==> config.mk <==
export PLATFORM = sky130hd
export DESIGN_NAME = word_addr_ptr
export DESIGN_NICKNAME = d
export VERILOG_FILES = /design/src/rtl/wap_pkg.sv /design/src/rtl/wap_rst_sync.sv /design/src/rtl/wap_step_sel.sv /design/src/rtl/wap_step_math.sv /design/src/rtl/word_addr_ptr.sv
export SDC_FILE = /design/constraint.sdc
export NUM_CORES = 1
export LEC_CHECK = 0
export BUFFER_PORTS_ARGS = -buffer_cell sky130_fd_sc_hd__buf_2
export CAP_MARGIN = 15
export CORE_AREA = 2 2 39 41
export DETAILED_ROUTE_END_ITERATION = 10
export DIE_AREA = 0 0 41 43
export GPL_ROUTABILITY_DRIVEN = 1
export PLACE_DENSITY = 0.81
export SLEW_MARGIN = 40
export SYNTH_ARGS = -nofsm -noshare
export SYNTH_HDL_FRONTEND = slang
export SYNTH_SLANG_ARGS = --single-unit
==> constraint.sdc <==
create_clock -name clk -period 0.8 [get_ports clk]
set_clock_uncertainty 0.2 [all_clocks]
set_input_delay 0.08 -clock clk [delete_from_list [all_inputs] [get_ports clk]]
set_output_delay 0.08 -clock clk [all_outputs]
set_load 0.005 [all_outputs]
==> src/rtl/wap_pkg.sv <==
package wap_pkg;
  typedef enum logic [1:0] {
    STEP_HOLD = 2'd0,
    STEP_LOAD = 2'd1,
    STEP_PAGE = 2'd2,
    STEP_FULL = 2'd3
  } step_kind_e;
endpackage

==> src/rtl/wap_rst_sync.sv <==
module wap_rst_sync #(
  parameter int STAGES = 2
) (
  input  logic clk,
  input  logic rst_n,
  output logic rst_sync_n
);
  logic [STAGES-1:0] sync_q;

  always_ff @(posedge clk or negedge rst_n) begin
    if (!rst_n) sync_q <= '0;
    else        sync_q <= {sync_q[STAGES-2:0], 1'b1};
  end

  assign rst_sync_n = sync_q[STAGES-1];
endmodule

==> src/rtl/wap_step_sel.sv <==
module wap_step_sel
  import wap_pkg::*;
(
  input  logic       ld_en,
  input  logic       step_wr,
  input  logic       step_rd,
  output step_kind_e kind
);
  // Priority: load, then the write (in-page) step, then the read (full) step.
  always_comb begin
    if (ld_en)        kind = STEP_LOAD;
    else if (step_wr) kind = STEP_PAGE;
    else if (step_rd) kind = STEP_FULL;
    else              kind = STEP_HOLD;
  end
endmodule

==> src/rtl/wap_step_math.sv <==
module wap_step_math #(
  parameter int ADDR_W    = 9,
  parameter int PAGE_BITS = 4
) (
  input  logic [ADDR_W-1:0] cur,
  output logic [ADDR_W-1:0] page_next,
  output logic [ADDR_W-1:0] full_next
);
  logic [PAGE_BITS-1:0] low_inc;

  assign low_inc = cur[PAGE_BITS-1:0] + PAGE_BITS'(1);

  generate
    if (PAGE_BITS < ADDR_W) begin : g_paged
      assign page_next = {cur[ADDR_W-1:PAGE_BITS], low_inc};
    end else begin : g_flat
      assign page_next = low_inc[ADDR_W-1:0];
    end
  endgenerate

  assign full_next = cur + ADDR_W'(1);
endmodule

==> src/rtl/word_addr_ptr.sv <==
module word_addr_ptr
  import wap_pkg::*;
#(
  parameter int ADDR_W     = 9,
  parameter int PAGE_BITS  = 4,
  parameter int SYNC_STAGE = 2
) (
  input  logic              clk,
  input  logic              rst_n,
  input  logic              ld_en,
  input  logic [ADDR_W-1:0] ld_addr,
  input  logic              step_wr,
  input  logic              step_rd,
  output logic [ADDR_W-1:0] ptr
);
  localparam int HI_W = ADDR_W - PAGE_BITS;

  logic              rst_sync_n;
  step_kind_e        kind;
  logic [ADDR_W-1:0] page_next;
  logic [ADDR_W-1:0] full_next;
  logic [ADDR_W-1:0] ptr_d;
  logic [ADDR_W-1:0] ptr_q;
  logic              ptr_en;

  wap_rst_sync #(.STAGES(SYNC_STAGE)) u_rst (
    .clk        (clk),
    .rst_n      (rst_n),
    .rst_sync_n (rst_sync_n)
  );

  wap_step_sel u_sel (
    .ld_en   (ld_en),
    .step_wr (step_wr),
    .step_rd (step_rd),
    .kind    (kind)
  );

  wap_step_math #(.ADDR_W(ADDR_W), .PAGE_BITS(PAGE_BITS)) u_math (
    .cur       (ptr_q),
    .page_next (page_next),
    .full_next (full_next)
  );

  // Next-state selection and clock enable.
  always_comb begin
    ptr_en = 1'b1;
    ptr_d  = ptr_q;
    unique case (kind)
      STEP_LOAD: ptr_d = ld_addr;
      STEP_PAGE: ptr_d = page_next;
      STEP_FULL: ptr_d = full_next;
      default:   ptr_en = 1'b0;
    endcase
  end

  always_ff @(posedge clk or negedge rst_sync_n) begin
    if (!rst_sync_n)  ptr_q <= '0;
    else if (ptr_en)  ptr_q <= ptr_d;
  end

  assign ptr = ptr_q;


  load_take_chk: assert property (@(posedge clk) disable iff (!rst_sync_n)
    ld_en |=> (ptr == $past(ld_addr)));


  page_step_chk: assert property (@(posedge clk) disable iff (!rst_sync_n)
    (!ld_en && step_wr) |=>
      ((ptr[PAGE_BITS-1:0] == $past(ptr[PAGE_BITS-1:0]) + PAGE_BITS'(1)) &&
       (ptr[ADDR_W-1:ADDR_W-HI_W] == $past(ptr[ADDR_W-1:ADDR_W-HI_W]))));


  full_step_chk: assert property (@(posedge clk) disable iff (!rst_sync_n)
    (!ld_en && !step_wr && step_rd) |=> (ptr == $past(ptr) + ADDR_W'(1)));


  hold_chk: assert property (@(posedge clk) disable iff (!rst_sync_n)
    (!ld_en && !step_wr && !step_rd) |=> $stable(ptr));


  reset_zero_chk: assert property (@(posedge clk)
    !rst_sync_n |-> (ptr == '0));
endmodule

==> results of run 1 <==
-- area by class of cell --
class,instances,area (sq um)
Clock inverter,1,5.005
Inverter,3,11.26
Clock buffer,3,22.52
Sequential cell,11,276.5
Multi-Input combinational cell,43,264.0
Fill cell,123,465.4
Timing Repair Buffer,41,319.1
Tap cell,16,20.02
-- worst min path at each step --
stage	slack, ns	startpoint	to
floorplan	-0.42	rst_n	u_rst.sync_q[0]
global placement	-0.33	rst_n	u_rst.sync_q[1]
detailed placement	-0.33	rst_n	u_rst.sync_q[0]
CTS	-0.19	ld_addr[4]	ptr[4]
global route	-0.17	ld_addr[4]	ptr[4]
finish	-0.19	ld_addr[4]	ptr[4]
-- through the flow --
stage,std cells,setup TNS (ns)
after global routing,118,-10.17
after global placement,111,-5.640
after CTS,117,-8.889
after detailed placement,111,-6.147
after floorplan,58,-4.861
final,118,-9.059
-- where the power goes --
group	internal [mW]	total (mW)	switching, mW
combinational	0.280	0.459	0.180
clock	0.185	0.391	0.207
sequential	0.613	0.670	0.0569
-- worst reg2reg max path, cell delays in order (launching register included) --
cell	delay (ns)
sky130_fd_sc_hd__dfrtp_1	0.39
sky130_fd_sc_hd__nand3_1	0.18
sky130_fd_sc_hd__or4_1	0.53
sky130_fd_sc_hd__a31oi_1	0.18
-- metal layers --
metal / track usage [%] / vias to the layer above / routed length [microns]
met1: 25.74 / 284 / 577
li1: - / 305 / -
met2: 31.87 / 29 / 794
met5: 0 / - / 0
met3: 4.712 / 0 / 92
met4: 4.000 / 0 / 0
-- sequential cells by signal, summed over array words and instances, names as in the netlist --
| name | count |
|---|---|
| u_rst.sync_q | 2 |
| ptr | 9 |
-- cells in the final DEF, fill, tap and decap left out, drive strengths merged --
cell type	instances
nand4	1
clkinv	2
nand3	4
or3	1
ha	1
conb	1
inv	2
clkbuf	3
dlygate4sd3	1
nand2b	1
a31oi	4
xor2	2
dfrtp	11
nand4b	1
o211ai	2
nor2	5
or4	5
o31ai	3
o21ai	5
mux2i	1
nand2	6
buf	40
-- what timing repair did --
action                     in CTS  in global routing
setup endpoints to repair      18                 18
gates cloned                    0                  0
setup buffers                   1                  2
gates resized for setup        11                  4
hold endpoints to repair       20                 20
pin swaps                       3                  0
-- cell families (layout without fill, tap and decap cells) --
logic type / count (synthesis) / after routing / synth area share [%]
xor gates and xnor gates: 2 / 2 / 3.154
AOI/OAI and AO/OA: 14 / 14 / 15.76
and+or+nand+nor: 24 / 24 / 23.88
other: 1 / 1 / 0.6750
adders and majority gates: 1 / 1 / 2.252
muxes: 1 / 1 / 1.802
DFF: 11 / 11 / 49.55
buffers and inverters: 4 / 48 / 2.927
==> results.txt, run 1 <==
----------------------------------------------------
[Synthesis]
  Count of flip-flops with a built-in enable after synthesis ... 0
  Average size of a mapped cell ... roughly 9.6 sq um
  Sequential cell area fraction in the yosys report ... about half
  Post-Syn Area ... between 500 and 600 sq um
  Predominant post-synthesis flop cell ... sky130_fd_sc_hd__dfrtp_1
  Proportion of register bits with asynchronous set or reset after synthesis ... 100.0%
  Top area cells in the synthesized netlist ... sky130_fd_sc_hd__dfrtp_1 (50%), sky130_fd_sc_hd__or4_1 (6.8%), sky130_fd_sc_hd__a31oi_1 (4.5%), sky130_fd_sc_hd__o21ai_0 (4.5%), sky130_fd_sc_hd__nand2_1 (4.1%)
  List of most frequent post-synthesis cells ... sky130_fd_sc_hd__dfrtp_1 (11), sky130_fd_sc_hd__nand2_1 (6), sky130_fd_sc_hd__nor2_1 (5), sky130_fd_sc_hd__o21ai_0 (5), sky130_fd_sc_hd__or4_1 (5)
  FF+latch count, synth ... 11
  Number of distinct library cells after synthesis ... 20
  Post-Syn Nets ... 73
  Top-count cell post-synth ... sky130_fd_sc_hd__dfrtp_1
  Area share of the largest cell type after synthesis ... 49.55%
  Synthesized instance count ... 58
  Warnings, synthesis ... 0
  Post-synthesis cell type with the largest combined area ... sky130_fd_sc_hd__dfrtp_1

[Worst setup path]
  Cells along the critical path ... nand3_1 > or4_1 > a31oi_1
  Depth of the worst register-to-register path ... 3
  Reg-to-Reg End ... ptr[7]
  Worst endpoint required time ... a little under 0.8 ns
  CP Launch Point ... ptr[2]
  Signal arrival time at the worst endpoint ... around 1.6 ns
  Startpoint of the worst-slack reg-to-reg timing path ... ptr[2]
  Maximum fanout along the worst path ... 6
  Crit. End Element ... register
  Type of the setup path with the least slack ... reg -> reg
  Crit path to ... ptr[7]
  Worst path bufs/invs ... 0
  R2r setup slk ... -0.76 ns
  Crit path max-delay family ... simple AND/OR/NAND/NOR gates
  Cell type of the slowest stage on the worst timing path ... sky130_fd_sc_hd__or4_1
  Crit. path cell count ... 3
  Type of origin of the critical path ... register
  Maximum cell stage delay along the critical path ... around 0.53 ns

[Detailed routing]
  DRC violation total after the first TritonRoute iteration ... 9
  Total vias in the final route ... just over 600
  DRC violations left ... 0
  Routed Antenna Nets ... 0
  Total length of routed wires ... 1.464 mm
  Total iterations of the first detailed-routing run ... 6
  Average detailed-routed wire length per instance ... 12.41 microns
  Ratio of routed vias to standard cells ... around 5.2

[Clocking]
  Count of hold buffers inserted by post-cts repair ... 1
  Htree depth ... 1
  Number of buffers added by the clock tree synthesis step ... 3
  Latest clock arrival within the worst-skew pair ... 0.27 ns
  Root Buffer Master ... sky130_fd_sc_hd__clkbuf_4
  CTS tree ... built
  Clock buffer depth ... 2
  # clock sinks ... 11
  Clk pin slew, worst setup/hold paths ... roughly 0.08 ns

[Floorplanning]
  Initial Util ... between 40% and 50%
  Area of the die ... around 1800 sq um
  Horizontal die dimension ... around 40 microns
  Die H ... 43 microns
  Num ports ... 23
  Cell Rows ... 14
  Area of the core ... between 1000 and 1500 sq um

[Timing]
  PnR worst setup slack ... -0.7630 ns
  Setup violators final ... 18
  Total count of hold-check failures in the final report ... 20
  Maximum clock rate ... approximately 640 MHz
  Final period util ... 195.4%
  Count of pins over their slew limit ... 0
  Final Critical Period ... 1.563 ns
  Worst Hold Slack ... -0.1897 ns
  Setup repair after global routing missed its margin ... true

[Layout]
  Fraction of layout cells with a size suffix above 1 ... 45.10%
  Final layout net count ... ~120
  Final Cell Area ... just over 900 sq um
  Signed area change from the synthesized netlist to the final layout ... 65.32%
  Ant diodes ... 0
  End-of-flow core utilization ... 66.37%

[Pwr]
  Power density over the cells ... between 1500 and 2000 nW/um^2
  Max rail drop VDD ... ~0.0016 V
  Post-layout power ... approximately 1.5 mW
  Static Leakage ... roughly 0.44 nW

[Global route]
  Largest net degree at the start of global routing ... 10
  Grt ovf ... 0
  Wire length of the first global-routing pass ... 2.380 mm
  Via count of the first global-routing pass ... 587
  Total track usage ... between 10% and 20%
  Initial antenna violation count ... 0

[Run status]
  Run status ... finished with violations
  Failing checks ... hold timing, setup timing

[Worst hold path]
  Hold WC Path Type ... in -> reg
  Number of cells on the worst hold path ... 3

[Run]
  Max Cap Viol ... 0

[Placed design]
  Pre-CTS worst setup slack ... -0.7703 ns
  Quantity of I/O buffers inserted on ports ... 22
  Hpwl dp ... between 1 and 1.5 mm
  Placed inst area ... between 800 and 900 sq um
  Routability congestion estimate ... 0.7341

----------------------------------------------------
Note: power is estimated with default switching activity, not from simulation.
==> inputs of run 2 (changes only) <==
--- a/config.mk
+++ b/config.mk
@@ -5,13 +5,14 @@
 export SDC_FILE = /design/constraint.sdc
 export NUM_CORES = 1
 export LEC_CHECK = 0
+export ABC_AREA = 1
 export BUFFER_PORTS_ARGS = -buffer_cell sky130_fd_sc_hd__buf_2
 export CAP_MARGIN = 15
-export CORE_AREA = 2 2 39 41
+export CORE_UTILIZATION = 47
+export CTS_CLUSTER_DIAMETER = 150
 export DETAILED_ROUTE_END_ITERATION = 10
-export DIE_AREA = 0 0 41 43
 export GPL_ROUTABILITY_DRIVEN = 1
-export PLACE_DENSITY = 0.81
+export PLACE_DENSITY = 0.86
 export SLEW_MARGIN = 40
 export SYNTH_ARGS = -nofsm -noshare
 export SYNTH_HDL_FRONTEND = slang
==> run 2 against run 1 <==
Compared with the run above:
- largest cell class is now multi-input combinational cells
- maximum frequency is 8.1% higher
- critical endpoint is now ptr[8]
- highest routed layer is now met4
- first-iteration DRC count grew to 3.7 times the previous value
- utilization is 14 points higher
- total power is 17% higher
- the flow still finishes with violations (hold timing, setup timing)
==> results.txt, run 2 <==
----------------------------------------------------
[Run status]
  Failing checks ... hold timing, setup timing
  Run status ... finished with violations

[Floorplanning]
  Num ports ... 23
  Area of the die ... 1576 sq um
  Area of the core ... between 1000 and 1500 sq um
  Initial Util ... ~50%
  Die H ... 39.71 microns
  Cell Rows ... 13
  Horizontal die dimension ... about 40 microns

[Layout]
  Fill cells ... 90
  Number of flip-flops under the largest register name ... 9
  Fraction of layout cells with a size suffix above 1 ... between 40 and 50%
  End-of-flow core utilization ... roughly 80%
  Final layout net count ... 148
  Ant diodes ... 0
  Most common cell after layout, fill and taps aside ... sky130_fd_sc_hd__nand2_1
  Commonest non-fill, non-tap cells in the layout ... sky130_fd_sc_hd__nand2_1 (21), sky130_fd_sc_hd__buf_2 (18), sky130_fd_sc_hd__buf_4 (15), sky130_fd_sc_hd__dfrtp_1 (10), sky130_fd_sc_hd__inv_1 (9)
  Signed area change from the synthesized netlist to the final layout ... 57.86%

[Worst hold path]
  Hold path start ... ld_addr[0]
  Hold WC Path Type ... in -> reg

[Timing]
  Total count of hold-check failures in the final report ... 20
  Count of pins over their slew limit ... 0
  Worst Hold Slack ... -0.1849 ns
  PnR worst setup slack ... -0.6463 ns
  Maximum clock rate ... around 690 MHz
  Sum of negative setup slack ... -8.207 ns
  Final Critical Period ... between 1 and 1.5 ns
  Setup repair after global routing missed its margin ... true
  Setup violators final ... 18
  Final period util ... 180.8%

[Worst setup path]
  Maximum fanout along the worst path ... 4
  Crit. End Element ... register
  Cell type of the slowest stage on the worst timing path ... sky130_fd_sc_hd__dfrtp_1
  Worst endpoint required time ... about 0.8 ns
  Type of origin of the critical path ... register
  Crit path max-delay family ... flip-flops
  Signal arrival time at the worst endpoint ... around 1.5 ns
  Maximum cell stage delay along the critical path ... about 0.45 ns
  Most prevalent standard cell on the critical path ... sky130_fd_sc_hd__nand2_1
  Worst path bufs/invs ... 0
  Cells along the critical path ... ha_4 > nand2_4 > nor2_4 > nand2_1 > nand2_1 > nand3_2 > a21oi_2
  CP Launch Point ... ptr[1]
  Type of the setup path with the least slack ... reg -> reg
  Startpoint of the worst-slack reg-to-reg timing path ... ptr[1]

[Detailed routing]
  Total vias in the final route ... roughly 830
  Average detailed-routed wire length per instance ... 14.73 microns
  Routed Antenna Nets ... 0
  Total length of routed wires ... 2.166 mm
  DRC violations left ... 0
  DRC violation total after the first TritonRoute iteration ... 33
  Total iterations of the first detailed-routing run ... 4
  Ratio of routed vias to standard cells ... about 5.6

[Pwr]
  Max rail drop VDD ... 0.001264 V
  Clock network fraction of total power ... 22.8%
  Power density over the cells ... 1688 nW/um^2
  Net switching component of the power ... 0.6102 mW
  Switching power share of the total ... 34.26%
  Post-layout power ... ~1.8 mW
  Comb pwr share ... a little under two fifths
  Relative contribution of sequential cells to total power ... between 30% and 40%
  Static Leakage ... 0.5439 nW
  Pint ... between 1 and 1.5 mW

[Global route]
  Total track usage ... between 30% and 40%
  Initial antenna violation count ... 0
  Largest net degree at the start of global routing ... 8
  GRT met2 Usage ... around 54%
  Highest-utilization routing layer at the global route stage ... met2
  Met3 layer usage reported by global route ... 4.545%
  Grt ovf ... 0
  Via count of the first global-routing pass ... 734
  GR Util met1 ... 38.46%
  Wire length of the first global-routing pass ... about 3.2 mm

[Placed design]
  Routability congestion estimate ... between 0.8 and 0.9
  Pre-CTS worst setup slack ... -0.5487 ns
  Quantity of I/O buffers inserted on ports ... 22
  Hpwl dp ... between 1 and 1.5 mm

[Synthesis]
  Proportion of register bits with asynchronous set or reset after synthesis ... 100.0%
  Post-Syn Area ... roughly 670 sq um
  Post-synthesis cell type with the largest combined area ... sky130_fd_sc_hd__dfrtp_1
  FF+latch count, synth ... 11
  List of most frequent post-synthesis cells ... sky130_fd_sc_hd__nand2_1 (24), sky130_fd_sc_hd__dfrtp_1 (11), sky130_fd_sc_hd__nor2_1 (11)
  Average size of a mapped cell ... roughly 7.7 sq um
  Sequential cell area fraction in the yosys report ... between 40% and 50%
  Top-count cell post-synth ... sky130_fd_sc_hd__nand2_1
  Top area cells in the synthesized netlist ... sky130_fd_sc_hd__dfrtp_1 (41%), sky130_fd_sc_hd__nand2_1 (13%), sky130_fd_sc_hd__nor2_1 (6.2%), sky130_fd_sc_hd__nand3_1 (6.0%), sky130_fd_sc_hd__inv_1 (5.1%)
  Area share of the largest cell type after synthesis ... about 41%
  Predominant post-synthesis flop cell ... sky130_fd_sc_hd__dfrtp_1
  Synthesized instance count ... 87
  Post-Syn Nets ... just over 100
  Warnings, synthesis ... 0
  Count of flip-flops with a built-in enable after synthesis ... 0
  Number of distinct library cells after synthesis ... 20

[Clocking]
  Htree depth ... 1
  # clock sinks ... 11
  Latest clock arrival within the worst-skew pair ... roughly 0.28 ns
  Clock buffer depth ... 2
  Number of buffers added by the clock tree synthesis step ... 3
  CTS tree ... built
  Clk pin slew, worst setup/hold paths ... ~0.080 ns
  Root Buffer Master ... sky130_fd_sc_hd__clkbuf_4
  Count of hold buffers inserted by post-cts repair ... 1

[Run]
  Max Cap Viol ... 0

----------------------------------------------------
run 2: cell types whose count changed after synthesis, moves of 4 or more:
cell,change
sky130_fd_sc_hd__or4_1,-5
sky130_fd_sc_hd__inv_1,+7
sky130_fd_sc_hd__nand2_1,+18
sky130_fd_sc_hd__a31oi_1,-4
sky130_fd_sc_hd__nor2_1,+6
sky130_fd_sc_hd__nand3_1,+4
run 2: power groups by stage:
stage	Combinational [mW]	Sequential, mW	Clock (mW)
after floorplan	0.231	0.708	0
after global placement	0.483	0.683	0
after detailed placement	0.499	0.687	0
after CTS	0.597	0.680	0.394
after global routing	0.724	0.706	0.427
final	0.676	0.698	0.407
run 2: what timing repair did:
| item | in CTS | in global routing |
|---|---|---|
| hold endpoints to repair | 20 | 11 |
| endpoints found under the setup margin | 18 | 18 |
| setup buffers | 4 | 1 |
| resized for setup | 10 | 7 |
| pin swaps | 1 | 8 |
run 2: routing by layer:
metal / part of all wire [%] / wire length (microns) / vias to the layer above
li1: - / - / 370
met1: 38 / 818 / 387
met4: 2.2 / 48 / 0
met3: 7.8 / 170 / 10
met5: 0 / 0 / -
met2: 52 / 1129 / 59
run 2: logic make-up after synthesis:
family / synth area share (%)
AO/OA/AOI/OAI: 11.24
flip-flops: 41.20
buffers and inverters: 9.176
XOR/XNOR: 1.311
adder cells (fa/ha/maj): 1.872
other: 0.5613
AND/OR/NAND/NOR: 34.65
run 2: metrics by stage:
step / cells / cell area (sq um)
6_report: 147 / 1055
2_1_floorplan: 87 / 683.2
4_1_cts: 146 / 1017
5_1_grt: 147 / 1055
3_5_place_dp: 137 / 905.9
3_3_place_gp: 137 / 905.9
run 2: path summary, 6_finish.rpt:
path	slack, ns	cells after the start	end
worst max-delay path	-0.65	7	ptr[8]
worst min-delay path	-0.18	3	ptr[0]
worst max register to register	-0.65	7	ptr[8]
worst min register to register	-0.03	1	ptr[4]
max in group asynchronous	0.30	1	ptr[2]
min in group asynchronous	-0.10	2	u_rst.sync_q[0]
run 2: worst min-delay path, delay by kind of cell:
family / cells / cell delay, ns
buffers and inverters: 1 / 0.08
and+or+nand+nor: 2 / 0.11
run 2: layout make-up:
cell class              count  area [sq um]  share of cell area [%]
repair buffers             42         302.8                   28.71
clock buffers               4         26.28                   2.491
flip-flops and latches     11         276.5                   26.22
well taps                  15         18.77                   1.779
inverters                  10         50.05                   4.745
multi-input cells          65         380.4                   36.06
==> inputs of run 3 (changes only) <==
--- a/config.mk
+++ b/config.mk
@@ -8,11 +8,13 @@
 export ABC_AREA = 1
 export BUFFER_PORTS_ARGS = -buffer_cell sky130_fd_sc_hd__buf_2
 export CAP_MARGIN = 15
-export CORE_UTILIZATION = 47
+export CORE_UTILIZATION = 51
 export CTS_CLUSTER_DIAMETER = 150
+export CTS_CLUSTER_SIZE = 20
 export DETAILED_ROUTE_END_ITERATION = 10
 export GPL_ROUTABILITY_DRIVEN = 1
-export PLACE_DENSITY = 0.86
+export GPL_TIMING_DRIVEN = 0
+export PLACE_DENSITY = 0.91
 export SLEW_MARGIN = 40
 export SYNTH_ARGS = -nofsm -noshare
 export SYNTH_HDL_FRONTEND = slang
==> constraint.sdc (replaced) <==
create_clock -name clk -period 1.78 [get_ports clk]
set_clock_uncertainty 0.2 [all_clocks]
set_input_delay 0.178 -clock clk [delete_from_list [all_inputs] [get_ports clk]]
set_output_delay 0.178 -clock clk [all_outputs]
set_load 0.005 [all_outputs]
==> run 3 against run 2 <==
Compared with the run above:
- clock power down 57%
- the flow now finishes without violations
- largest cell class unchanged
- wire length down 25%
- critical endpoint unchanged
- utilization down 4.2 points
- worst setup slack better by 0.94 ns
- critical path depth unchanged
==> results.txt, run 3 (synthesis results as in run 2) <==
----------------------------------------------------
[Worst setup path]
  Type of the setup path with the least slack ... reg -> reg
  Crit path max-delay family ... simple AND/OR/NAND/NOR gates
  Worst path bufs/invs ... 0
  Type of origin of the critical path ... register
  Cell type of the slowest stage on the worst timing path ... sky130_fd_sc_hd__dfrtp_1
  Maximum fanout along the worst path ... 5
  Most prevalent standard cell on the critical path ... sky130_fd_sc_hd__nand2_1
  Cells along the critical path ... ha_1 > nand2_1 > nor2_4 > nand2_1 > nand2_1 > nand3_2 > a21oi_2
  Maximum cell stage delay along the critical path ... between 0.4 and 0.5 ns
  Crit. End Element ... register
  Worst endpoint required time ... 1.79 ns
  Signal arrival time at the worst endpoint ... 1.49 ns

[Detailed routing]
  Total vias in the final route ... roughly 690
  Average detailed-routed wire length per instance ... 12.33 microns
  Ratio of routed vias to standard cells ... ~5.3
  Total length of routed wires ... roughly 1.6 mm
  Total iterations of the first detailed-routing run ... 4
  Routed Antenna Nets ... 0
  DRC violations left ... 0
  DRC violation total after the first TritonRoute iteration ... 29

[Placed design]
  Placed inst area ... about 790 sq um
  Routability congestion estimate ... between 0.8 and 0.9
  Hpwl dp ... between 1 and 1.5 mm
  Pre-CTS worst setup slack ... 0.3692 ns
  Quantity of I/O buffers inserted on ports ... 21

[Layout]
  Multi-input combinational cell area ... approximately 330 sq um
  Most common cell after layout, fill and taps aside ... sky130_fd_sc_hd__nand2_1
  Final layout net count ... between 100 and 150
  Commonest non-fill, non-tap cells in the layout ... sky130_fd_sc_hd__nand2_1 (24), sky130_fd_sc_hd__buf_2 (21), sky130_fd_sc_hd__nor2_1 (11), sky130_fd_sc_hd__dfrtp_1 (11), sky130_fd_sc_hd__inv_1 (9)
  Number of flip-flops under the largest register name ... 9
  Ant diodes ... 0
  Final Cell Area ... around 880 sq um
  Footprint of the flip-flops and latches ... between 200 and 300 sq um
  Fill cells ... between 80 and 90
  Signed area change from the synthesized netlist to the final layout ... 31.27%
  Fraction of layout cells with a size suffix above 1 ... between 20% and 30%

[Global route]
  Wire length of the first global-routing pass ... ~2.6 mm
  Total track usage ... about a quarter
  Largest net degree at the start of global routing ... 10
  Via count of the first global-routing pass ... approximately 630
  Grt ovf ... 0
  Initial antenna violation count ... 0

[Clocking]
  Number of buffers added by the clock tree synthesis step ... 3
  Latest clock arrival within the worst-skew pair ... roughly 0.27 ns
  Clk pin slew, worst setup/hold paths ... around 0.070 ns
  Root Buffer Master ... sky130_fd_sc_hd__clkbuf_4
  CTS tree ... built
  Clock buffer depth ... 2
  Htree depth ... 1
  Total of cells resized after clock tree synthesis ... 0
  # clock sinks ... 11

[Timing]
  Final period util ... ~83%
  Total count of hold-check failures in the final report ... 0
  Worst Hold Slack ... about 0.0045 ns
  Setup violators final ... 0
  PnR worst setup slack ... roughly 0.3 ns
  Final Critical Period ... ~1.5 ns
  Sum of negative setup slack ... 0 ns
  Count of pins over their slew limit ... 0
  Maximum clock rate ... between 600 and 700 MHz
  Setup repair after global routing missed its margin ... false

[Floorplanning]
  Area of the core ... 1156 sq um
  Horizontal die dimension ... between 30 and 40 microns
  Area of the die ... roughly 1500 sq um
  Die H ... approximately 38 microns
  Initial Util ... between 50% and 60%
  Num ports ... 23
  Cell Rows ... 12

[Run]
  Max Cap Viol ... 0

[Pwr]
  Max rail drop VDD ... 0.0003932 V
  Power density over the cells ... ~760 nW/um^2
  Static Leakage ... around 0.45 nW
  Post-layout power ... between 0.6 and 0.7 mW

[Run status]
  Run status ... complete, no violations

[Worst hold path]
  Hold WC Path Type ... in -> reg

----------------------------------------------------
## run 3: cell count changes in the layout (fill, tap and decap cells not counted), sizes merged
cell,previous run,this run
buf,41,22
dlygate4sd3,1,6
## run 3: final timing paths
kind / slack, ns / end / depth (start not counted) / startpoint
max: 0.30 / ptr[8] / 7 / ptr[0]
min: 0.004 / ptr[0] / 3 / ld_en
max reg2reg: 0.30 / ptr[8] / 7 / ptr[0]
min reg2reg: 0.16 / u_rst.sync_q[1] / 0 / u_rst.sync_q[0]
max in group asynchronous: 0.54 / ptr[1] / 1 / u_rst.sync_q[1]
min in group asynchronous: 0.01 / u_rst.sync_q[1] / 2 / rst_n
## run 3: area by class of cell
type	count	share of cell area [%]
Inverter	10	5.706
Tap cell	14	1.997
Multi-Input combinational cell	65	37.80
Timing Repair Buffer	27	18.83
Sequential cell	11	31.38
Buffer	1	1.284
Clock buffer	4	2.996
## run 3: timing repair
item / CTS / global route
buffers inserted: 0 / 0
hold buffers: 6 / 0
hold endpoints to repair: 15 / 0
## run 3: metal layers
| layer | GRT usage, % | vias to the layer above | part of all wire [%] | routed length [microns] |
|---|---|---|---|---|
| li1 | - | 342 | - | - |
| met1 | 35.47 | 319 | 43 | 703 |
| met2 | 41.53 | 26 | 48 | 787 |
| met3 | 5.233 | 7 | 5.9 | 96 |
| met4 | 12.50 | 0 | 2.5 | 40 |
| met5 | 0 | - | 0 | 0 |
## run 3: worst register-to-register path: cells and delay by family (launching register included)
| family | cells | cell delay [ns] |
|---|---|---|
| flip-flops | 1 | 0.42 |
| AND/OR/NAND/NOR | 5 | 0.51 |
| adder cells (fa/ha/maj) | 1 | 0.19 |
| AO/OA/AOI/OAI | 1 | 0.11 |
## run 3: report_power, final
part	internal, mW	total (mW)	leakage, nW	switching (mW)
Sequential	0.278	0.313	0.126	0.0348
Combinational	0.0798	0.174	0.308	0.0945
Clock	0.0869	0.177	0.0150	0.0897
Total	0.445	0.664	0.448	0.219
## run 3: through the flow
step | std cells | utilization (%)
floorplan | 87 | -
global placement | 122 | 68.40
detailed placement | 122 | 68.40
CTS | 132 | 75.87
global route | 132 | 75.87
finish | 132 | 75.87
